### config.mk
export PLATFORM = sky130hd
export DESIGN_NAME = nvm_csum_engine
export DESIGN_NICKNAME = d
export VERILOG_FILES = /design/src/rtl/nvm_csum_pkg.sv /design/src/rtl/nvm_csum_acc.sv /design/src/rtl/nvm_csum_ctrl.sv /design/src/rtl/nvm_csum_engine.sv
export SDC_FILE = /design/constraint.sdc
export NUM_CORES = 1
export LEC_CHECK = 0
export BUFFER_PORTS_ARGS = -buffer_cell sky130_fd_sc_hd__clkbuf_2
export CORE_ASPECT_RATIO = 0.7
export CORE_UTILIZATION = 25
export DETAILED_ROUTE_END_ITERATION = 7
export PLACE_DENSITY = 0.42
export SLEW_MARGIN = 20
export SYNTH_ARGS = -nofsm -noshare
export SYNTH_HDL_FRONTEND = slang
export SYNTH_HIERARCHICAL = 1
export SYNTH_SLANG_ARGS = --single-unit
### constraint.sdc
create_clock -name clk -period 5.2 [get_ports clk]
set_input_delay 0.78 -clock clk [delete_from_list [all_inputs] [get_ports clk]]
set_output_delay 0.78 -clock clk [all_outputs]
set_load 0.02 [all_outputs]
### src/rtl/nvm_csum_pkg.sv
package nvm_csum_pkg;

  localparam int unsigned WORD_W = 16;

  typedef enum logic [1:0] {
    ST_PASS     = 2'b00,
    ST_MISMATCH = 2'b01,
    ST_RD_ERR   = 2'b10,
    ST_WR_ERR   = 2'b11
  } csum_status_e;

  typedef enum logic [1:0] {
    PH_IDLE  = 2'd0,
    PH_READ  = 2'd1,
    PH_WRITE = 2'd2
  } csum_phase_e;

  // Wrapping addition of one word into the running total.
  function automatic logic [WORD_W-1:0] csum_add(input logic [WORD_W-1:0] acc,
                                                 input logic [WORD_W-1:0] word);
    return acc + word;
  endfunction

  // Word that lifts a partial total to the signature.
  function automatic logic [WORD_W-1:0] csum_fix(input logic [WORD_W-1:0] sig,
                                                 input logic [WORD_W-1:0] partial);
    return sig - partial;
  endfunction

endpackage

### src/rtl/nvm_csum_acc.sv
module nvm_csum_acc
  import nvm_csum_pkg::*;
(
  input  logic              clk,
  input  logic              rst_n,
  input  logic              clr,
  input  logic              add_en,
  input  logic [WORD_W-1:0] word,
  output logic [WORD_W-1:0] sum_q,
  output logic [WORD_W-1:0] sum_nxt
);

  assign sum_nxt = csum_add(sum_q, word);

  always_ff @(posedge clk) begin
    if (!rst_n)      sum_q <= '0;
    else if (clr)    sum_q <= '0;
    else if (add_en) sum_q <= sum_nxt;
  end

endmodule

### src/rtl/nvm_csum_ctrl.sv
module nvm_csum_ctrl
  import nvm_csum_pkg::*;
#(
  parameter int unsigned       ADDR_W    = 8,
  parameter int unsigned       CSUM_ADDR = 63,
  parameter logic [WORD_W-1:0] SIGNATURE = 16'hBABA
) (
  input  logic              clk,
  input  logic              rst_n,
  input  logic              start,
  input  logic              mode,
  input  logic              rd_valid,
  input  logic              rd_err,
  input  logic              wr_ack,
  input  logic              wr_err,
  input  logic [WORD_W-1:0] sum_nxt,
  output logic              clr,
  output logic              add_en,
  output logic              rd_req,
  output logic [ADDR_W-1:0] rd_addr,
  output logic              wr_req,
  output logic [ADDR_W-1:0] wr_addr,
  output logic [WORD_W-1:0] wr_data,
  output logic              busy,
  output logic              done,
  output logic [1:0]        status,
  output logic              word_ok,
  output logic              last_word
);

  localparam logic [ADDR_W-1:0] CS_A     = ADDR_W'(CSUM_ADDR);
  localparam logic [ADDR_W-1:0] LAST_UPD = ADDR_W'(CSUM_ADDR - 1);
  localparam bit                NO_PRE   = (CSUM_ADDR == 0);

  csum_phase_e       ph_q;
  csum_status_e      st_q;
  logic              upd_q;
  logic [ADDR_W-1:0] addr_q;
  logic [ADDR_W-1:0] last_addr;
  logic              accept;
  logic              rd_fire;
  logic              wr_fire;

  assign accept    = start && (ph_q == PH_IDLE);
  assign rd_fire   = (ph_q == PH_READ) && rd_valid;
  assign wr_fire   = (ph_q == PH_WRITE) && wr_ack;
  assign word_ok   = rd_fire && !rd_err;
  assign last_addr = upd_q ? LAST_UPD : CS_A;
  assign last_word = word_ok && (addr_q == last_addr);

  assign clr     = accept;
  assign add_en  = word_ok;
  assign rd_req  = (ph_q == PH_READ);
  assign rd_addr = addr_q;
  assign wr_req  = (ph_q == PH_WRITE);
  assign wr_addr = CS_A;
  assign busy    = (ph_q != PH_IDLE);
  assign status  = st_q;

  always_ff @(posedge clk) begin
    if (!rst_n) begin
      ph_q    <= PH_IDLE;
      st_q    <= ST_PASS;
      upd_q   <= 1'b0;
      addr_q  <= '0;
      wr_data <= '0;
      done    <= 1'b0;
    end else begin
      done <= 1'b0;
      unique case (ph_q)
        PH_IDLE: begin
          if (accept) begin
            upd_q  <= mode;
            addr_q <= '0;
            if (mode && NO_PRE) begin
              wr_data <= SIGNATURE;
              ph_q    <= PH_WRITE;
            end else begin
              ph_q <= PH_READ;
            end
          end
        end
        PH_READ: begin
          if (rd_fire && rd_err) begin
            st_q <= ST_RD_ERR;
            done <= 1'b1;
            ph_q <= PH_IDLE;
          end else if (last_word) begin
            if (upd_q) begin
              wr_data <= csum_fix(SIGNATURE, sum_nxt);
              ph_q    <= PH_WRITE;
            end else begin
              st_q <= (sum_nxt == SIGNATURE) ? ST_PASS : ST_MISMATCH;
              done <= 1'b1;
              ph_q <= PH_IDLE;
            end
          end else if (word_ok) begin
            addr_q <= addr_q + 1'b1;
          end
        end
        PH_WRITE: begin
          if (wr_fire) begin
            st_q <= wr_err ? ST_WR_ERR : ST_PASS;
            done <= 1'b1;
            ph_q <= PH_IDLE;
          end
        end
        default: ph_q <= PH_IDLE;
      endcase
    end
  end

endmodule

### src/rtl/nvm_csum_engine.sv
module nvm_csum_engine
  import nvm_csum_pkg::*;
#(
  parameter int unsigned ADDR_W    = 8,
  parameter int unsigned CSUM_ADDR = 63,
  parameter logic [15:0] SIGNATURE = 16'hBABA
) (
  input  logic              clk,
  input  logic              rst_n,
  input  logic              start,
  input  logic              mode,
  output logic              busy,
  output logic              done,
  output logic [1:0]        status,
  output logic              rd_req,
  output logic [ADDR_W-1:0] rd_addr,
  input  logic              rd_valid,
  input  logic [15:0]       rd_data,
  input  logic              rd_err,
  output logic              wr_req,
  output logic [ADDR_W-1:0] wr_addr,
  output logic [15:0]       wr_data,
  input  logic              wr_ack,
  input  logic              wr_err
);

  logic              acc_clr;
  logic              acc_add;
  logic [WORD_W-1:0] sum_q;
  logic [WORD_W-1:0] sum_nxt;
  logic              word_ok;
  logic              last_word;

  nvm_csum_acc u_acc (
    .clk     (clk),
    .rst_n   (rst_n),
    .clr     (acc_clr),
    .add_en  (acc_add),
    .word    (rd_data),
    .sum_q   (sum_q),
    .sum_nxt (sum_nxt)
  );

  nvm_csum_ctrl #(
    .ADDR_W    (ADDR_W),
    .CSUM_ADDR (CSUM_ADDR),
    .SIGNATURE (SIGNATURE)
  ) u_ctrl (
    .clk       (clk),
    .rst_n     (rst_n),
    .start     (start),
    .mode      (mode),
    .rd_valid  (rd_valid),
    .rd_err    (rd_err),
    .wr_ack    (wr_ack),
    .wr_err    (wr_err),
    .sum_nxt   (sum_nxt),
    .clr       (acc_clr),
    .add_en    (acc_add),
    .rd_req    (rd_req),
    .rd_addr   (rd_addr),
    .wr_req    (wr_req),
    .wr_addr   (wr_addr),
    .wr_data   (wr_data),
    .busy      (busy),
    .done      (done),
    .status    (status),
    .word_ok   (word_ok),
    .last_word (last_word)
  );

endmodule

; Word-level counts from Yosys, hierarchy flattened
; Cells that the tools add are included.
[word_totals]
regBits = 46
in_bits = 24
[classes]
bitwise_logic = 2
mux = 24
eq_ne = 11
n_reduce_logical = 17
addsub = 3
[op_table]
columns = op, n
row1 = 8-bit 2-to-1 mux, 4
row2 = 2-bit 2-to-1 mux, 10
row3 = 16-bit adder, 1
row4 = 16-bit == test (second input constant), 1
row5 = 8-bit one-hot mux with 2 select lines, 1
row6 = 16-bit subtractor (first input constant), 1
row7 = 8-bit by 1-bit adder with 8-bit output (second input constant), 1
row8 = 8-bit == test, 1
row9 = 4-bit AND reduction, 2
row10 = 1-bit logical AND, 6
row11 = 1-bit 2-to-1 mux, 6
row12 = 2-bit inequality test (second input constant), 3
row13 = 2-bit one-hot mux with 3 select lines, 1
row14 = 2-bit nonzero test, 3
row15 = 5-bit AND reduction, 1
row16 = 2-bit by 1-bit inequality test with 1-bit output (second input constant), 2
row17 = 2-bit one-hot mux with 2 select lines, 1
row18 = 3-bit by 1-bit inequality test with 1-bit output (second input constant), 1
row19 = 3-bit inequality test (second input constant), 1
row20 = 3-bit AND reduction, 1
row21 = 2-bit by 1-bit == test with 1-bit output (second input constant), 1
row22 = 2-bit == test (second input constant), 1
row23 = 2-bit zero test, 1
row24 = 1-bit inverter, 2
row25 = 4 further kinds, 4

; Logic depth before layout (Yosys ltp)
[logic_depth]
depth_word = 7
mapped_depth = 13
mapped_depth_nobuf = 12

; By module
; Netlist, hierarchy kept.
[by_module_without_submodules]
columns = mod, cells_per_inst, n_inst, seq_area_each_um2, area_per_inst_um2
row1 = nvm_csum_ctrl, 225, 1, 600.6, 1801.7
row2 = nvm_csum_acc, 160, 1, 320.3, 1425.1

; Worst setup path after synthesis
; Ideal clock, no wire load.
[synth_path]
path_type = in2reg
start = in rd_data[0]
end = reg u_ctrl.wr_data[14]
path_buffers = 0
t_arrival_ps = 3311
path_stages = 12
slack_ps = 1803
cell_sequence = ha_1 fa_1 a21oi_1 o21ai_1 a21oi_2 o21bai_2 xor2_1 and2_1 a2111oi_0 nor2_1 xnor2_1 a211oi_1
[synth_between]
elab_chain_len = 2
[synth_rtl]
columns = element, line
row1 = "start, declared", nvm_csum_engine.sv:18  ; input logic [15:0] rd_data,
row2 = 16-bit adder, nvm_csum_pkg.sv:21  ; return acc + word;
row3 = net sum_nxt[8], nvm_csum_engine.sv:30  ; logic [WORD_W-1:0] sum_nxt;
row4 = 16-bit subtractor, nvm_csum_pkg.sv:27  ; return sig - partial;
row5 = "end signal, assigned", nvm_csum_ctrl.sv:90  ; wr_data <= csum_fix(SIGNATURE, sum_nxt);
row6 = "end, declared", nvm_csum_ctrl.sv:23  ; output logic [WORD_W-1:0] wr_data,
; The timed path passes the listed nets, and every way through them passes these cells.
; A chain may end at the register's enable or synchronous reset.

; Worst setup path in the final report
; Same ends and word-level chain as after synthesis.

==> key figures <==
Global route
  – Initial antenna violation count: 0
  – Vias in the first global route: between 2,000 and 3,000
  – Largest net degree at the start of global routing: 26
  – Total gr overflow: 0
  – GRT Overall Usage: around 14%
  – Global-route wire length before repair: ~14,000 microns

Cells and area
  – Layout area overhead: 15.69%
  – ANT cells: 0
  – Commonest non-fill, non-tap cell in the layout: clkbuf_2
  – Util after Layout: roughly 30%
  – Most frequent cells in the layout: clkbuf_2 (53), dfxtp_1 (46), nor2_1 (42), nand2_1 (36), ha_1 (21)
  – Nets: between 400 and 500
  – Share of cells above drive strength 1: 18.60%

Clock network
  – Clock latency at the later pin of the worst-skew pair: 0.29 ns
  – Longest Clk Path Bufs: 2
  – TritonCTS clock tree: yes
  – Inserted Clock Buffers: 5
  – Root buffer cell: clkbuf_16
  – H-tree levels: 2
  – Post-CTS Hold Buffers: 0
  – Sink Count: 46
  – Post-CTS setup repair buffer count: 0
  – Post_cts resized: 0
  – Clock transition at path regs: approximately 0.060 ns

Timing
  – Final WS setup: approximately 1.6 ns
  – Worst Hold Slack: 0.4548 ns
  – Crit share post-route: 69.35%
  – Max-slew headroom: roughly two fifths
  – Hold Vio Cnt, Final: 0
  – RSZ-0062 raised after global routing: no
  – Max Slew Vio Count: 0
  – Maximum operating frequency: 277.3 MHz
  – Worst-Margin Slew: 0.8965 ns
  – Tmin final: 3.606 ns
  – Final Skew: ~0.0063 ns
  – Setup TNS: 0 ns
  – Setup violators final: 0

Critical path
  – CP required: ~5.4 ns
  – Worst Setup Start Kind: input pin
  – CP Buf/Inv Count: 1
  – Slowest cell on crit path: a2111oi_0
  – Critical Path Max Stage Delay: 0.57 ns
  – Worst Setup SP: rd_data[0]
  – Critical path arrival: roughly 3.8 ns
  – Most used cell, CP: or3_1
  – Crit Path Class: in -> reg
  – CP max FO: 7
  – CP Capture Type: register
  – Top delay family on crit path: compound AO/OA/AOI/OAI gates
  – Crit path cell chain: clkbuf_2 -> ha_1 -> fa_1 -> a21oi_1 -> or3_1 -> a31oi_1 -> or3_1 -> and2_1 -> a2111oi_0 -> nor2_1 -> xnor2_1 -> a211oi_1
  – Reg-to-Reg Start: u_acc/sum_q[0]

Worst hold path
  – Worst hold start: u_ctrl/wr_data[1]
  – Worst hold path class: reg -> reg

Floorplan
  – IO Pins: 62
  – Row count: 34
  – DIE HEIGHT: between 90 and 100 microns
  – Initial Utilization: 25.78%
  – Die area: ~0.013 sq mm
  – Die X-Extent: 137.5 microns
  – Core ar.: 0.01246 sq mm

Power
  – LEAKAGE: roughly 1.6 nW
  – Switching share of power: 29.57%
  – PwrDens: 225.9 mW/mm^2
  – Comb power frac: between 15 and 20%
  – Sequential Power Share: a little over two fifths
  – P_sw: about 250 uW
  – Peak supply drop: 121.7 uV
  – Clock power frac: between 30% and 40%
  – Internal power: 591.5 uW

Routing
  – Post-route ant nets: 0
  – Drt first pass iters: 5
  – Vias: 2,867
  – DR iter-0 viols: between 200 and 250
  – WL/cell: about 15 microns
  – Final WL: between 8000 and 9000 microns
  – Via density: between 4 and 5
  – DRC violation count after routing: 0

Yosys
  – Mapped Cells: 383
  – Synth Warn #: 6
  – Syn Area/Cell: ~8.4 sq um
  – Synthesized cell area: approximately 0.0032 sq mm

Placed design
  – Routability cong.: around 0.8
  – Pre-CTS setup slack: between 1 and 1.5 ns
  – IO Port Bufs: 53
  – Dpl hpwl: 6906 microns

Flow run
  – Max-cap viol count: 0

Status
  – Status: completed
[per-layer routing]
metal	wire [microns]	vias up	GRT usage (%)
li1	-	1451	-
met1	4869	1334	21.81
met2	3518	76	19.29
met5	0	-	0
met4	68	0	2.790
met3	485	6	2.987
[power by group through the flow]
| stage | Combinational [mW] | Sequential (mW) | Clock (mW) |
|---|---|---|---|
| 4_1_cts | 0.165 | 0.361 | 0.332 |
| 3_5_place_dp | 0.164 | 0.369 | 0 |
| 6_report | 0.164 | 0.361 | 0.314 |
| 3_3_place_gp | 0.164 | 0.369 | 0 |
| 5_1_grt | 0.182 | 0.362 | 0.347 |
| 2_1_floorplan | 0.124 | 0.370 | 0 |
[through the flow]
step | cell area (sq um) | power [mW] | instances
floorplan | 3236 | 0.4934 | 389
global placement | 3585 | 0.5327 | 585
detailed placement | 3585 | 0.5332 | 585
CTS | 3717 | 0.8575 | 592
global route | 3717 | 0.8905 | 592
finish | 3717 | 0.8398 | 592
[sequential cells by signal, indices dropped and copies added, names as in the netlist]
register,flops
u_acc/sum_q,16
u_ctrl/done,1
u_ctrl/ph_q,2
u_ctrl/rd_addr,8
u_ctrl/status,2
u_ctrl/upd_q,1
u_ctrl/wr_data,16
[layout make-up]
cell class              count  area (sq um)
clock buffers               7         132.6
fillers                  1338          8747
inverters                  14         52.55
multi-input cells         308          2128
flip-flops and latches     46         920.9
well taps                 162         202.7
repair buffers             55         280.3
[final timing paths]
check | to | slack, ns | depth (start not counted)
worst max register to register | u_ctrl/wr_data[14] | 1.82 | 11
worst min register to register | u_ctrl/wr_data[1] | 0.45 | 2
worst min-delay path | u_ctrl/wr_data[1] | 0.45 | 2
worst max-delay path | u_ctrl/wr_data[14] | 1.59 | 12
[worst min-delay path, stage by stage, from the launching register on]
cell and delay, ns:
dfxtp_1 0.31, nand2_1 0.05, a21oi_1 0.05
(Power assumes the default switching activity.)
